## src/rtl/synth_loader_pkg.sv

```systemverilog
package synth_loader_pkg;
   typedef enum logic {
      PRESC_DIV128 = 1'b0,
      PRESC_DIV64  = 1'b1
   } presc_mode_e;

   localparam int SYNC_MAX = 8;
endpackage

```

## src/rtl/sl_sync.sv

```systemverilog
module sl_sync #(
   parameter int STAGES = 2
) (
   input  logic clk,
   input  logic rst_n,
   input  logic d,
   output logic q
);
   logic [STAGES-1:0] chain;

   generate
      if (STAGES == 1) begin : g_single
         always_ff @(posedge clk or negedge rst_n) begin
            if (!rst_n) chain <= '0;
            else        chain <= d;
         end
      end else begin : g_multi
         always_ff @(posedge clk or negedge rst_n) begin
            if (!rst_n) chain <= '0;
            else        chain <= {chain[STAGES-2:0], d};
         end
      end
   endgenerate

   assign q = chain[STAGES-1];
endmodule

```

## src/rtl/sl_shifter.sv

```systemverilog
module sl_shifter #(
   parameter int SR_W   = 19,
   parameter int STAGES = 2
) (
   input  logic            clk,
   input  logic            rst_n,
   input  logic            ser_clk,
   input  logic            ser_data,
   output logic [SR_W-1:0] word
);
   logic sclk_s, sdat_s, sclk_d, rise;

   sl_sync #(.STAGES(STAGES)) i_sync_clk (
      .clk(clk), .rst_n(rst_n), .d(ser_clk), .q(sclk_s));
   sl_sync #(.STAGES(STAGES)) i_sync_dat (
      .clk(clk), .rst_n(rst_n), .d(ser_data), .q(sdat_s));

   always_ff @(posedge clk or negedge rst_n) begin
      if (!rst_n) sclk_d <= 1'b0;
      else        sclk_d <= sclk_s;
   end

   assign rise = sclk_s & ~sclk_d;

   always_ff @(posedge clk or negedge rst_n) begin
      if (!rst_n)    word <= '0;
      else if (rise) word <= {word[SR_W-2:0], sdat_s};
   end
endmodule

```

## src/rtl/sl_latches.sv

```systemverilog
module sl_latches
   import synth_loader_pkg::*;
#(
   parameter int REF_W   = 14,
   parameter int SWAL_W  = 7,
   parameter int MAIN_W  = 11,
   parameter int SR_W    = 19,
   parameter int REF_MIN = 3
) (
   input  logic              clk,
   input  logic              rst_n,
   input  logic              load_s,
   input  logic [SR_W-1:0]   word,
   output logic [REF_W-1:0]  ref_q,
   output presc_mode_e       presc_q,
   output logic [SWAL_W-1:0] swal_q,
   output logic [MAIN_W-1:0] main_q
);
   localparam logic [REF_W-1:0] MIN_V = REF_W'(REF_MIN);
   localparam int SWAL_LO = 1;
   localparam int MAIN_LO = SWAL_LO + SWAL_W;
   localparam int PSEL_B  = REF_W + 1;

   logic              sel_ref;
   logic [REF_W-1:0]  ref_fld;
   logic [SWAL_W-1:0] swal_fld;
   logic [MAIN_W-1:0] main_fld;
   logic              ref_ok;

   assign sel_ref  = word[0];
   assign ref_fld  = word[REF_W:1];
   assign swal_fld = word[MAIN_LO-1:SWAL_LO];
   assign main_fld = word[MAIN_LO+MAIN_W-1:MAIN_LO];
   assign ref_ok   = (ref_fld >= MIN_V);

   always_ff @(posedge clk or negedge rst_n) begin
      if (!rst_n) begin
         ref_q   <= MIN_V;
         presc_q <= PRESC_DIV128;
      end else if (load_s && sel_ref && ref_ok) begin
         ref_q   <= ref_fld;
         presc_q <= presc_mode_e'(word[PSEL_B]);
      end
   end

   always_ff @(posedge clk or negedge rst_n) begin
      if (!rst_n) begin
         swal_q <= '0;
         main_q <= '0;
      end else if (load_s && !sel_ref) begin
         swal_q <= swal_fld;
         main_q <= main_fld;
      end
   end
endmodule

```

## src/rtl/sl_ref_div.sv

```systemverilog
module sl_ref_div #(
   parameter int REF_W = 14
) (
   input  logic             clk,
   input  logic             rst_n,
   input  logic [REF_W-1:0] div_val,
   output logic             fr
);
   logic [REF_W-1:0] cnt;
   logic             term;

   assign term = (cnt >= div_val - 1'b1);

   always_ff @(posedge clk or negedge rst_n) begin
      if (!rst_n) begin
         cnt <= '0;
         fr  <= 1'b0;
      end else begin
         cnt <= term ? '0 : cnt + 1'b1;
         fr  <= term;
      end
   end
endmodule

```

## src/rtl/synth_serial_loader.sv

```systemverilog
module synth_serial_loader
   import synth_loader_pkg::*;
#(
   parameter int REF_W       = 14,
   parameter int SWAL_W      = 7,
   parameter int MAIN_W      = 11,
   parameter int SYNC_STAGES = 2,
   parameter int REF_MIN     = 3
) (
   input  logic              clk,
   input  logic              rst_n,
   input  logic              ser_clk,
   input  logic              ser_data,
   input  logic              ser_load,
   output logic [REF_W-1:0]  ref_count,
   output logic              presc_sel,
   output logic [SWAL_W-1:0] swallow_count,
   output logic [MAIN_W-1:0] main_count,
   output logic              fr_pulse
);
   localparam int REF_WORD = REF_W + 2;
   localparam int DIV_WORD = SWAL_W + MAIN_W + 1;
   localparam int SR_W     = (REF_WORD > DIV_WORD) ? REF_WORD : DIV_WORD;

   generate
      if (SYNC_STAGES < 1 || SYNC_STAGES > SYNC_MAX) begin : g_bad_sync
         $error("SYNC_STAGES out of range");
      end
      if (REF_MIN < 2 || REF_MIN >= (1 << REF_W)) begin : g_bad_min
         $error("REF_MIN must be at least 2 and fit in REF_W bits");
      end
      if (SWAL_W < 1 || MAIN_W < 1 || REF_W < 2) begin : g_bad_width
         $error("field widths too small");
      end
   endgenerate

   logic [SR_W-1:0] word;
   logic            load_s;
   presc_mode_e     presc_q;

   sl_shifter #(.SR_W(SR_W), .STAGES(SYNC_STAGES)) i_shift (
      .clk(clk), .rst_n(rst_n), .ser_clk(ser_clk), .ser_data(ser_data),
      .word(word));

   sl_sync #(.STAGES(SYNC_STAGES)) i_sync_load (
      .clk(clk), .rst_n(rst_n), .d(ser_load), .q(load_s));

   sl_latches #(
      .REF_W(REF_W), .SWAL_W(SWAL_W), .MAIN_W(MAIN_W),
      .SR_W(SR_W), .REF_MIN(REF_MIN)
   ) i_latch (
      .clk(clk), .rst_n(rst_n), .load_s(load_s), .word(word),
      .ref_q(ref_count), .presc_q(presc_q),
      .swal_q(swallow_count), .main_q(main_count));

   assign presc_sel = presc_q;

   sl_ref_div #(.REF_W(REF_W)) i_ref_div (
      .clk(clk), .rst_n(rst_n), .div_val(ref_count), .fr(fr_pulse));
endmodule

```

## config.mk

```make
export PLATFORM = sky130hd
export DESIGN_NAME = synth_serial_loader
export DESIGN_NICKNAME = d
export VERILOG_FILES = /design/src/rtl/synth_loader_pkg.sv /design/src/rtl/sl_sync.sv /design/src/rtl/sl_shifter.sv /design/src/rtl/sl_latches.sv /design/src/rtl/sl_ref_div.sv /design/src/rtl/synth_serial_loader.sv
export SDC_FILE = /design/constraint.sdc
export NUM_CORES = 1
export LEC_CHECK = 0
export ABC_AREA = 1
export BUFFER_PORTS_ARGS = -buffer_cell sky130_fd_sc_hd__buf_2
export CORE_UTILIZATION = 49
export DETAILED_ROUTE_END_ITERATION = 8
export GPL_ROUTABILITY_DRIVEN = 0
export HOLD_SLACK_MARGIN = 0.02
export PLACE_DENSITY = 0.68
export SETUP_SLACK_MARGIN = 0.1
export SLEW_MARGIN = 25
export SYNTH_ARGS = -nofsm -noshare
export SYNTH_HDL_FRONTEND = slang
export SYNTH_SLANG_ARGS = --single-unit
```

## constraint.sdc

```tcl
create_clock -name clk -period 4.7 [get_ports clk]
set_input_delay 1.41 -clock clk [delete_from_list [all_inputs] [get_ports clk]]
set_output_delay 1.41 -clock clk [all_outputs]
set_load 0.02 [all_outputs]
```

==> results of run 1 <==
==> per-layer routing <==
| metal | global-route usage | part of all wire |
|---|---|---|
| met1 | 0.276 | 0.51 |
| met2 | 0.299 | 0.44 |
| met3 | 0.0537 | 0.038 |
| met4 | 0.0626 | 0.012 |
| met5 | 0 | 0 |
==> logic make-up after synthesis <==
group / share of synthesized area
flops: 0.515
buf+inv: 0.0741
xor+xnor: 0.0390
fa+ha+maj: 0.0557
mux: 0.00313
compound gates: 0.0584
simple gates: 0.254
==> state kept, by name, indices dropped and copies added (netlist names) <==
register and cells:
i_latch.ref_q 14, i_shift.i_sync_dat.chain 2, i_latch.presc_q 1, i_shift.i_sync_clk.chain 2, i_latch.swal_q 7, i_ref_div.fr 1
i_ref_div.cnt 14, i_sync_load.chain 2, i_latch.main_q 11, i_shift.sclk_d 1, i_shift.word 19
==> final timing paths <==
check	depth (start not counted)	from	end
worst max register to register	15	i_latch.ref_q[0]	i_ref_div.cnt[10]
worst min register to register	0	i_sync_load.chain[0]	i_sync_load.chain[1]
worst max-delay path	15	i_latch.ref_q[0]	i_ref_div.cnt[10]
max in group asynchronous	2	rst_n	i_latch.ref_q[0]
worst min-delay path	0	i_sync_load.chain[0]	i_sync_load.chain[1]
min in group asynchronous	1	rst_n	i_ref_div.cnt[4]
==> layout by cell type, fill, tap and decap left out <==
cell type and n:
a21oi_1 5, and2_1 1, buf_16 1, buf_2 37
buf_4 1, bufinv_16 1, clkbuf_1 1, clkbuf_8 9
clkinv_2 2, clkinvlp_4 1, dfrtp_1 72, dfstp_2 2
ha_1 16, inv_1 55, inv_2 1, inv_6 2
mux2_2 1, nand2_1 128, nand2_2 1, nand2_4 1
nand3_1 26, nand3_2 2, nand3_4 1, nand4_1 5
nor2_1 44, nor2_2 1, nor2_4 1, nor3_1 3
nor3_2 1, o21ai_0 37, or2_2 1, xnor2_1 5
xor2_1 11
==> through the flow <==
step / power [mW] / setup slack [ns] / utilization / hold slack (ns)
after detailed placement: 2.08 / 2.19 / 0.555 / 0.336
after floorplan: 1.79 / 2.34 / - / 0.331
final: 2.54 / 2.21 / 0.587 / 0.351
after global routing: 2.80 / 1.99 / 0.587 / 0.368
after global placement: 2.03 / 2.31 / 0.555 / 0.332
after CTS: 2.58 / 2.17 / 0.583 / 0.354
==> worst max-delay path, stage by stage (launching register included) <==
cell and delay, ns:
dfstp_2 0.56, inv_1 0.07, ha_1 0.24, nand2_1 0.14, nor2_1 0.09, nand2_1 0.07, xor2_1 0.14, inv_1 0.05
ha_1 0.26, nand2_1 0.06, nor2_1 0.04, nand2_1 0.05, nand2_1 0.04, nor2_1 0.12, nand3_2 0.29, nor2_1 0.19
==> cell usage after synthesis (2+ instances only) <==
cell	count	area share
xnor2_1	5	0.012
nor2_1	44	0.046
nand3_1	26	0.036
buf_2	3	0.0042
inv_1	55	0.057
nor3_1	3	0.0042
dfrtp_1	72	0.50
ha_1	16	0.056
a21oi_1	5	0.0070
xor2_1	11	0.027
o21ai_0	37	0.051
clkbuf_1	5	0.0052
nand3_2	2	0.0056
dfstp_2	2	0.015
nand2_1	129	0.13
nand4_1	5	0.0087
==> power by group through the flow <==
stage / sequential [mW] / clock [mW] / combinational [mW]
floorplan: 0.994 / 0 / 0.794
global placement: 0.927 / 0 / 1.10
detailed placement: 0.933 / 0 / 1.14
CTS: 0.921 / 0.508 / 1.15
global route: 0.944 / 0.532 / 1.32
finish: 0.919 / 0.491 / 1.13
==> area by class of cell <==
type	count	area (um2)
fill	613	2870
sequential	74	1850
multi-input combinational	291	1480
timing repair buffer	39	220
inverter	56	210
clock buffer	10	128
tap	96	120
clock inverter	6	65.1
==> key figures, run 1 <==
GRT
  – Grt ovf: 0
  – Overall Global Routing Usage: 0.197
  – Pin count of the biggest net entering global routing: 75
  – Initial antenna violation count: 0
  – First-pass GRT wire length: between 10 and 15 mm
  – Vias in the first global route: 2452

Outcome
  – Outcome: finished, final reports clean

Die
  – Die X: about 88 um
  – I/O pin cnt: 39
  – CORE AREA: approximately 0.007 mm2
  – Starting density of the core: 0.518
  – Die span in y: around 90 um
  – Die ar.: about 0.0077 mm2
  – Placement Rows: 30

Clock tree
  – CTS root buffer: clkbuf_8
  – Sink Count: 74
  – Clk slew on worst S/H paths: roughly 0.08 ns
  – Skew-Pair Late Insertion Delay: 0.34 ns
  – Post-CTS setup buffers: 0
  – CTS tree: built
  – Hold_buf cts: 0
  – CTS Buffer Depth: 2
  – Resized Gates After CTS: 0
  – CTS buffer count: 9
  – CTS H-tree lvls: 3

Timing
  – Worst slew pin tran: 0.919 ns
  – Slew Viols, Final: 0
  – Final Skew: between 0.009 and 0.01 ns
  – Max Clk Rate: 0.402 GHz
  – Fin crit share: 0.529
  – RSZ-0062 raised after global routing: no
  – Setup TNS: 0 ns
  – Final hold viol count: 0
  – Setup Viol. Count Final: 0
  – Worst slew margin: 0.386
  – Tmin final: 2.49 ns

Routing
  – DR iter-0 viols: around 140
  – Post-DRT Antenna Nets: 0
  – DRC viols: 0
  – Vias: 2744
  – DR WL/cell: roughly 12 um
  – WL final: around 6.7 mm
  – DR pass1 iterations: 5
  – Vias per cell: between 4 and 5

Worst setup path
  – Startpoint Class: flop
  – R2R setup slack: approximately 2.2 ns
  – Worst Path Max Fanout: 15
  – WS Path Type: reg -> reg
  – Worst Setup End Kind: flop
  – Critical Path RT: just under 5 ns
  – Crit path arrival time: roughly 2.8 ns

Flow run
  – Max-cap viol count: 0

Layout
  – P&R area growth vs syn: 13.3%
  – NumNets Final: a little under 500
  – Fin area: 0.00408 mm2
  – N_diodes: 0
  – Fin cells: 572
  – Share of layout cells above drive strength 1: 0.141

Synth
  – Post-Syn Area per Cell: around 8.3 um2
  – #FFs+latches synth: 74
  – Post-synthesis sequential area ratio: 0.515
  – Synth warn: 0
  – Distinct cell type count after synthesis: 28
  – Fraction of registers with async set/reset: 1.00
  – Post-Syn Instances: between 400 and 500
  – Primary FF master, synth: dfrtp_1
  – Mapped Nets: about 450
  – Netlist Area Pre-Place: 0.00360 mm2
  – EDFF count, synth: 0

Power
  – Internal power: approximately 1.4 mW
  – Switching Fraction: 0.433
  – Worst IR drop on VDD: ~0.27 mV
  – Pwr Density: just over 600 mW/mm2
  – Logic pwr share: 0.445
  – Sequential power share: 0.362
  – Clock share of power: 0.193
  – Psw: ~1.1 mW
  – LEAKAGE: between 2 and 2.5 nW

Placed design
  – Placed cell count: around 560
  – Final HPWL DP: 4.81 mm
  – Placed inst area: about 0.0039 mm2
  – # port buffers: 38

Min path
  – Hold crit path type: reg -> reg
Power figures use the tool's default switching activity.
==> run 2, diff against run 1 <==
ABC_AREA = 0   (was 1)
PLACE_DENSITY = 0.71   (was 0.68)
clock period = 2.2 ns   (was 4.7 ns; I/O delays follow)
==> run 2 against run 1 <==
The run now ends with setup timing left. Cell area grew 3.1%. Area after synthesis shrank 6.1%. Die area shrank 6.0%. Clock power grew to 2.9 times the previous value. Highest routed layer unchanged. Clock-buffer cell count shrank 1. Combinational power grew 120%. Worst setup slack lost 2.6 ns. Utilization grew 6.0 points.
==> key figures, run 2 <==
Routing
  – WL final: about 6.7 mm
  – Vias: 2288
  – DR iter-0 viols: around 130
  – DR WL/cell: 16.2 um
  – Post-DRT Antenna Nets: 0
  – Vias per cell: roughly 5.6
  – DR pass1 iterations: 4
  – DRC viols: 0

Synth
  – Primary FF master, synth: dfrtp_1
  – Synth Area in Compound Gates: 0.0337
  – Area fraction of the dominant cell type after synthesis: 0.533
  – Post-synthesis sequential area ratio: 0.549
  – XOR/XNOR Fraction of Synth Area: 0.0596
  – Top cells by area, synth: dfrtp_1 (53%), mux2_2 (15%), ha_1 (5.9%), xnor2_1 (3.6%), nor3_1 (2.7%)
  – Mux contribution to synthesized area: 0.173
  – EDFF count, synth: 0
  – Post-Syn Instances: roughly 260
  – Largest family of logic cells by synthesized area: multiplexers
  – Netlist Area Pre-Place: around 0.0034 mm2
  – #FFs+latches synth: 74
  – Fraction of registers with async set/reset: 1.00
  – Synth warn: 0
  – Commonest cells post-synth: dfrtp_1 (72), mux2_2 (44), nor3_1 (18), ha_1 (16)
  – Post-Syn Area per Cell: between 10 and 15 um2
  – Simple-Gate Fraction of Synth Area: 0.108
  – Mapped Nets: between 200 and 300
  – Most common cell in the netlist: dfrtp_1
  – Adder-cell share of the synthesized area: 0.0593
  – Cell taking the most area after synthesis: dfrtp_1
  – Distinct cell type count after synthesis: 35

Layout
  – P&R area growth vs syn: 24.4%
  – Biggest regs: i_shift.word x19, i_latch.ref_q x14, i_ref_div.cnt x14
  – N_diodes: 0
  – NumNets Final: 351
  – Most common cell after layout, fill and taps aside: dfrtp_1
  – FILL cells: 475
  – Share of layout cells above drive strength 1: 0.454
  – Max reg flops: 19
  – Largest Register: i_shift.word
  – Most frequent cells in the layout: dfrtp_1 (68), mux2_2 (44), buf_2 (38), buf_4 (23), ha_1 (16)
  – Fin area: approximately 0.0042 mm2

Outcome
  – Failing checks: setup timing
  – Outcome: complete, but fails checks

Worst setup path
  – WS Path Type: reg -> reg
  – Worst Path Max Fanout: 15
  – Worst Setup End Kind: flop
  – Crit path arrival time: between 2 and 3 ns
  – Critical Path RT: 2.43 ns
  – Startpoint Class: flop

Clock tree
  – Skew-Pair Late Insertion Delay: roughly 0.35 ns
  – Sink Count: 74
  – CTS H-tree lvls: 3
  – CTS root buffer: clkbuf_8
  – CTS buffer count: 9
  – CTS tree: built
  – Hold_buf cts: 0
  – Post-CTS setup buffers: 0
  – Clk slew on worst S/H paths: 0.08 ns
  – CTS Buffer Depth: 2

Timing
  – Setup Viol. Count Final: 15
  – Worst slew pin tran: about 0.45 ns
  – Slew Viols, Final: 0
  – Max Clk Rate: 0.388 GHz
  – RSZ-0062 raised after global routing: yes
  – Worst setup margin: -0.376 ns
  – Worst slew margin: 0.700
  – Setup TNS: -5.54 ns
  – Fin crit share: 1.17
  – Tmin final: between 2 and 3 ns
  – Final hold viol count: 0
  – Final Skew: roughly 0.011 ns

Die
  – Die span in y: around 85 um
  – Die ar.: between 0.007 and 0.008 mm2
  – Placement Rows: 29
  – Die X: 85.0 um
  – I/O pin cnt: 39
  – CORE AREA: about 0.0065 mm2
  – Starting density of the core: 0.520

GRT
  – Grt ovf: 0
  – Overall Global Routing Usage: 0.203
  – Vias in the first global route: between 2000 and 2500
  – Initial antenna violation count: 0
  – Pin count of the biggest net entering global routing: 75
  – First-pass GRT wire length: around 11 mm

Placed design
  – Final HPWL DP: between 4 and 5 mm
  – Placed inst area: ~0.0039 mm2
  – # port buffers: 38

Min path
  – Hold crit path type: in -> async

Power
  – Pwr Density: ~1500 mW/mm2
  – LEAKAGE: about 2.0 nW
  – Worst IR drop on VDD: about 0.92 mV

Flow run
  – Max-cap viol count: 0
[run 2: power breakdown]
group | switching (mW) | leakage (nW) | total (mW) | internal [mW]
registers | 0.422 | 0.935 | 2.25 | 1.83
logic | 1.29 | 0.928 | 2.49 | 1.20
clock network | 0.520 | 0.135 | 1.40 | 0.880
total | 2.23 | 2.00 | 6.14 | 3.91
[run 2: cells by family after synthesis]
family                   after synthesis
AND/OR/NAND/NOR                       71
flip-flops                            74
AO/OA/AOI/OAI                         16
buffers and inverters                 12
multiplexers                          50
adder cells (fa/ha/maj)               16
XOR/XNOR                              23
[run 2: routing by layer]
metal  part of all wire  vias up  track usage
li1                   -     1081            -
met1               0.47     1149        0.286
met2               0.47       48        0.312
met3              0.040       10       0.0486
met4              0.013        0       0.0678
met5                  0        -            0
[run 2: timing repair]
action | CTS | global route
pin swaps | 0 | 3
setup endpoints to repair | 15 | 15
resized for setup | 3 | 2
gates cloned | 0 | 0
[run 2: area by class of cell]
| class | instances | area, um2 | share of cell area |
|---|---|---|---|
| Clock buffer | 9 | 124 | 0.0295 |
| Sequential cell | 74 | 1860 | 0.442 |
| Timing Repair Buffer | 64 | 414 | 0.0985 |
| Tap cell | 77 | 96.3 | 0.0229 |
| Multi-Input combinational cell | 176 | 1550 | 0.368 |
| Inverter | 5 | 18.8 | 0.00446 |
| Clock inverter | 7 | 146 | 0.0348 |
[run 2: worst paths after layout]
path / slack (ns) / to / depth (start not counted) / start
hold reg to reg: 0.35 / i_shift.i_sync_dat.chain[1] / 0 / i_shift.i_sync_dat.chain[0]
setup / recovery: -0.38 / i_ref_div.cnt[4] / 9 / i_latch.ref_q[11]
max in group asynchronous: 1.54 / i_latch.ref_q[11] / 2 / rst_n
min in group clk: 0.35 / i_shift.i_sync_dat.chain[1] / 0 / i_shift.i_sync_dat.chain[0]
setup reg to reg: -0.38 / i_ref_div.cnt[4] / 9 / i_latch.ref_q[11]
hold / removal: 0.33 / i_shift.word[2] / 2 / rst_n
[run 2: worst max-delay path, stage by stage (launching register included)]
cell	delay [ns]
dfrtp_2	0.41
or4_4	0.54
nor3_2	0.19
xnor2_1	0.09
ha_1	0.32
nand4_1	0.13
or3_4	0.37
a31oi_4	0.18
buf_12	0.16
nor3_1	0.05
[run 2: stage by stage]
step | utilization | hold WS (ns) | instances | setup slack (ns) | power (mW)
after floorplan | - | 0.331 | 262 | -0.345 | 3.81
after global placement | 0.602 | 0.332 | 396 | -0.275 | 4.66
after detailed placement | 0.602 | 0.337 | 396 | -0.399 | 4.74
after CTS | 0.646 | 0.338 | 412 | -0.373 | 6.19
after global routing | 0.647 | 0.357 | 412 | -0.481 | 6.50
final | 0.647 | 0.330 | 412 | -0.376 | 6.14
==> run 3, diff against run 2 <==
PLACE_DENSITY = 0.72   (was 0.71)
clock period = 3.1 ns   (was 2.2 ns; I/O delays follow)
==> run 3 against run 2 <==
The flow now finishes without violations. Global-route usage fell by 1.6 points. Utilization fell by 4.2 points. First-iteration DRC count fell by 33%. Sequential share of layout area rose by 2.9 points. Clock-buffer cell count did not move. Final cell count fell by 5.6%. Critical endpoint is now i_ref_div.cnt[6]. Largest cell class unchanged.
==> key figures, run 3 (synthesis results as in run 2) <==
Routing
  – DRC viols: 0
  – WL final: between 6 and 7 mm
  – DR iter-0 viols: just under 90
  – DR WL/cell: about 16 um
  – Vias: 2185
  – Vias per cell: 5.62
  – Post-DRT Antenna Nets: 0
  – DR pass1 iterations: 4

Timing
  – Slew Viols, Final: 0
  – Max Clk Rate: roughly 0.35 GHz
  – Setup TNS: 0 ns
  – Worst slew margin: 0.302
  – Worst slew pin tran: roughly 1.0 ns
  – Fin crit share: 0.911
  – Tmin final: about 2.8 ns
  – Final hold viol count: 0
  – Final Skew: 0.00848 ns
  – Setup Viol. Count Final: 0

GRT
  – Grt ovf: 0
  – Pin count of the biggest net entering global routing: 75
  – Vias in the first global route: roughly 2100
  – Overall Global Routing Usage: 0.187
  – Initial antenna violation count: 0
  – First-pass GRT wire length: 10.3 mm

Worst setup path
  – WS Path Type: reg -> reg
  – Worst reg2reg endpoint: i_ref_div.cnt[6]
  – Startpoint Class: flop
  – Worst Path Max Fanout: 15
  – Worst Setup End Kind: flop
  – Crit path arrival time: 3.06 ns
  – Worst Reg-to-Reg Cells: 10
  – Critical path startpoint: i_latch.ref_q[5]
  – Critical Path RT: ~3.3 ns
  – Crit path to: i_ref_div.cnt[6]
  – FF-to-FF Start: i_latch.ref_q[5]
  – R2R setup slack: between 0.2 and 0.3 ns

Flow run
  – Max-cap viol count: 0

Power
  – LEAKAGE: approximately 1.9 nW
  – Worst IR drop on VDD: 0.667 mV
  – Pwr Density: ~1000 mW/mm2

Layout
  – Most common cell after layout, fill and taps aside: dfrtp_1
  – P&R area growth vs syn: 16.4%
  – Max reg flops: 19
  – Final Util: 0.606
  – Most frequent cells in the layout: dfrtp_1 (72), mux2_2 (44), buf_2 (38), nor3_1 (17), ha_1 (16)
  – NumNets Final: 329
  – Share of layout cells above drive strength 1: 0.372
  – N_diodes: 0
  – Fin cells: ~390
  – Largest Register: i_shift.word
  – Biggest regs: i_shift.word x19, i_latch.ref_q x14, i_ref_div.cnt x14
  – FILL cells: between 500 and 600

Clock tree
  – CTS tree: built
  – CTS Buffer Depth: 2
  – CTS buffer count: 9
  – CTS H-tree lvls: 3
  – CTS root buffer: clkbuf_8
  – Clk slew on worst S/H paths: around 0.070 ns
  – Skew-Pair Late Insertion Delay: approximately 0.35 ns
  – Sink Count: 74

Min path
  – Hold crit path type: reg -> reg
  – Hold path cells: 0

Die
  – Die X: ~85 um
  – Die ar.: just over 0.007 mm2
  – Starting density of the core: 0.520
  – Placement Rows: 29
  – CORE AREA: 0.00649 mm2
  – Die span in y: approximately 85 um
  – I/O pin cnt: 39

Outcome
  – Outcome: finished, final reports clean

Placed design
  – Final HPWL DP: 4.21 mm
  – # port buffers: 38
  – Placed cell count: 374
run 3: worst min path at each step:
stage          slack (ns)                        start                          end
2_1_floorplan        0.33  i_shift.i_sync_clk.chain[0]  i_shift.i_sync_clk.chain[1]
3_3_place_gp         0.33  i_shift.i_sync_dat.chain[0]  i_shift.i_sync_dat.chain[1]
3_5_place_dp         0.34  i_shift.i_sync_clk.chain[0]  i_shift.i_sync_clk.chain[1]
4_1_cts              0.35  i_shift.i_sync_clk.chain[0]  i_shift.i_sync_clk.chain[1]
5_1_grt              0.36  i_shift.i_sync_clk.chain[0]  i_shift.i_sync_clk.chain[1]
6_report             0.35  i_shift.i_sync_clk.chain[0]  i_shift.i_sync_clk.chain[1]
run 3: cell type report:
type | instances | area, um2 | area share
clock buffers | 9 | 124 | 0.0315
multi-input cells | 176 | 1490 | 0.379
inverters | 5 | 18.8 | 0.00477
repair buffers | 42 | 233 | 0.0592
clock inverters | 6 | 115 | 0.0293
flip-flops and latches | 74 | 1850 | 0.471
well taps | 77 | 96.3 | 0.0245
run 3: power breakdown:
group / internal, mW / leakage [nW] / switching [mW]
Sequential: 1.29 / 0.940 / 0.377
Combinational: 0.676 / 0.799 / 0.759
Clock: 0.534 / 0.116 / 0.360
Total: 2.50 / 1.85 / 1.50
run 3: metal layers:
| metal | share of wire | vias to the layer above | global-route usage |
|---|---|---|---|
| met5 | 0 | - | 0 |
| met4 | 0.017 | 0 | 0.0878 |
| met3 | 0.047 | 12 | 0.0486 |
| met2 | 0.45 | 56 | 0.272 |
| met1 | 0.48 | 1082 | 0.265 |
| li1 | - | 1035 | - |
run 3: repair_timing:
item,in CTS,in global routing
endpoints found under the hold margin,0,0
resized for setup,0,4
endpoints found under the setup margin,0,15
hold buffers,0,0
setup buffers,0,0
run 3: metrics by stage:
step	hold WS (ns)	total power, mW	area [um2]	worst slack [ns]
2_1_floorplan	0.331	2.61	3380	0.265
3_3_place_gp	0.332	3.04	3670	0.303
3_5_place_dp	0.336	3.09	3670	0.197
4_1_cts	0.352	4.00	3910	0.180
5_1_grt	0.357	4.25	3930	-0.00536
6_report	0.348	4.00	3930	0.275
run 3: worst max-delay path, stage by stage (launching register included):
cell and delay (ns):
dfrtp_1 0.46, nor4_4 0.34, nand3_1 0.20, nor3_1 0.30, xnor2_1 0.11, ha_1 0.32, nand4_1 0.12, or3_1 0.42
a31oi_2 0.14, buf_4 0.22, nor3_1 0.08
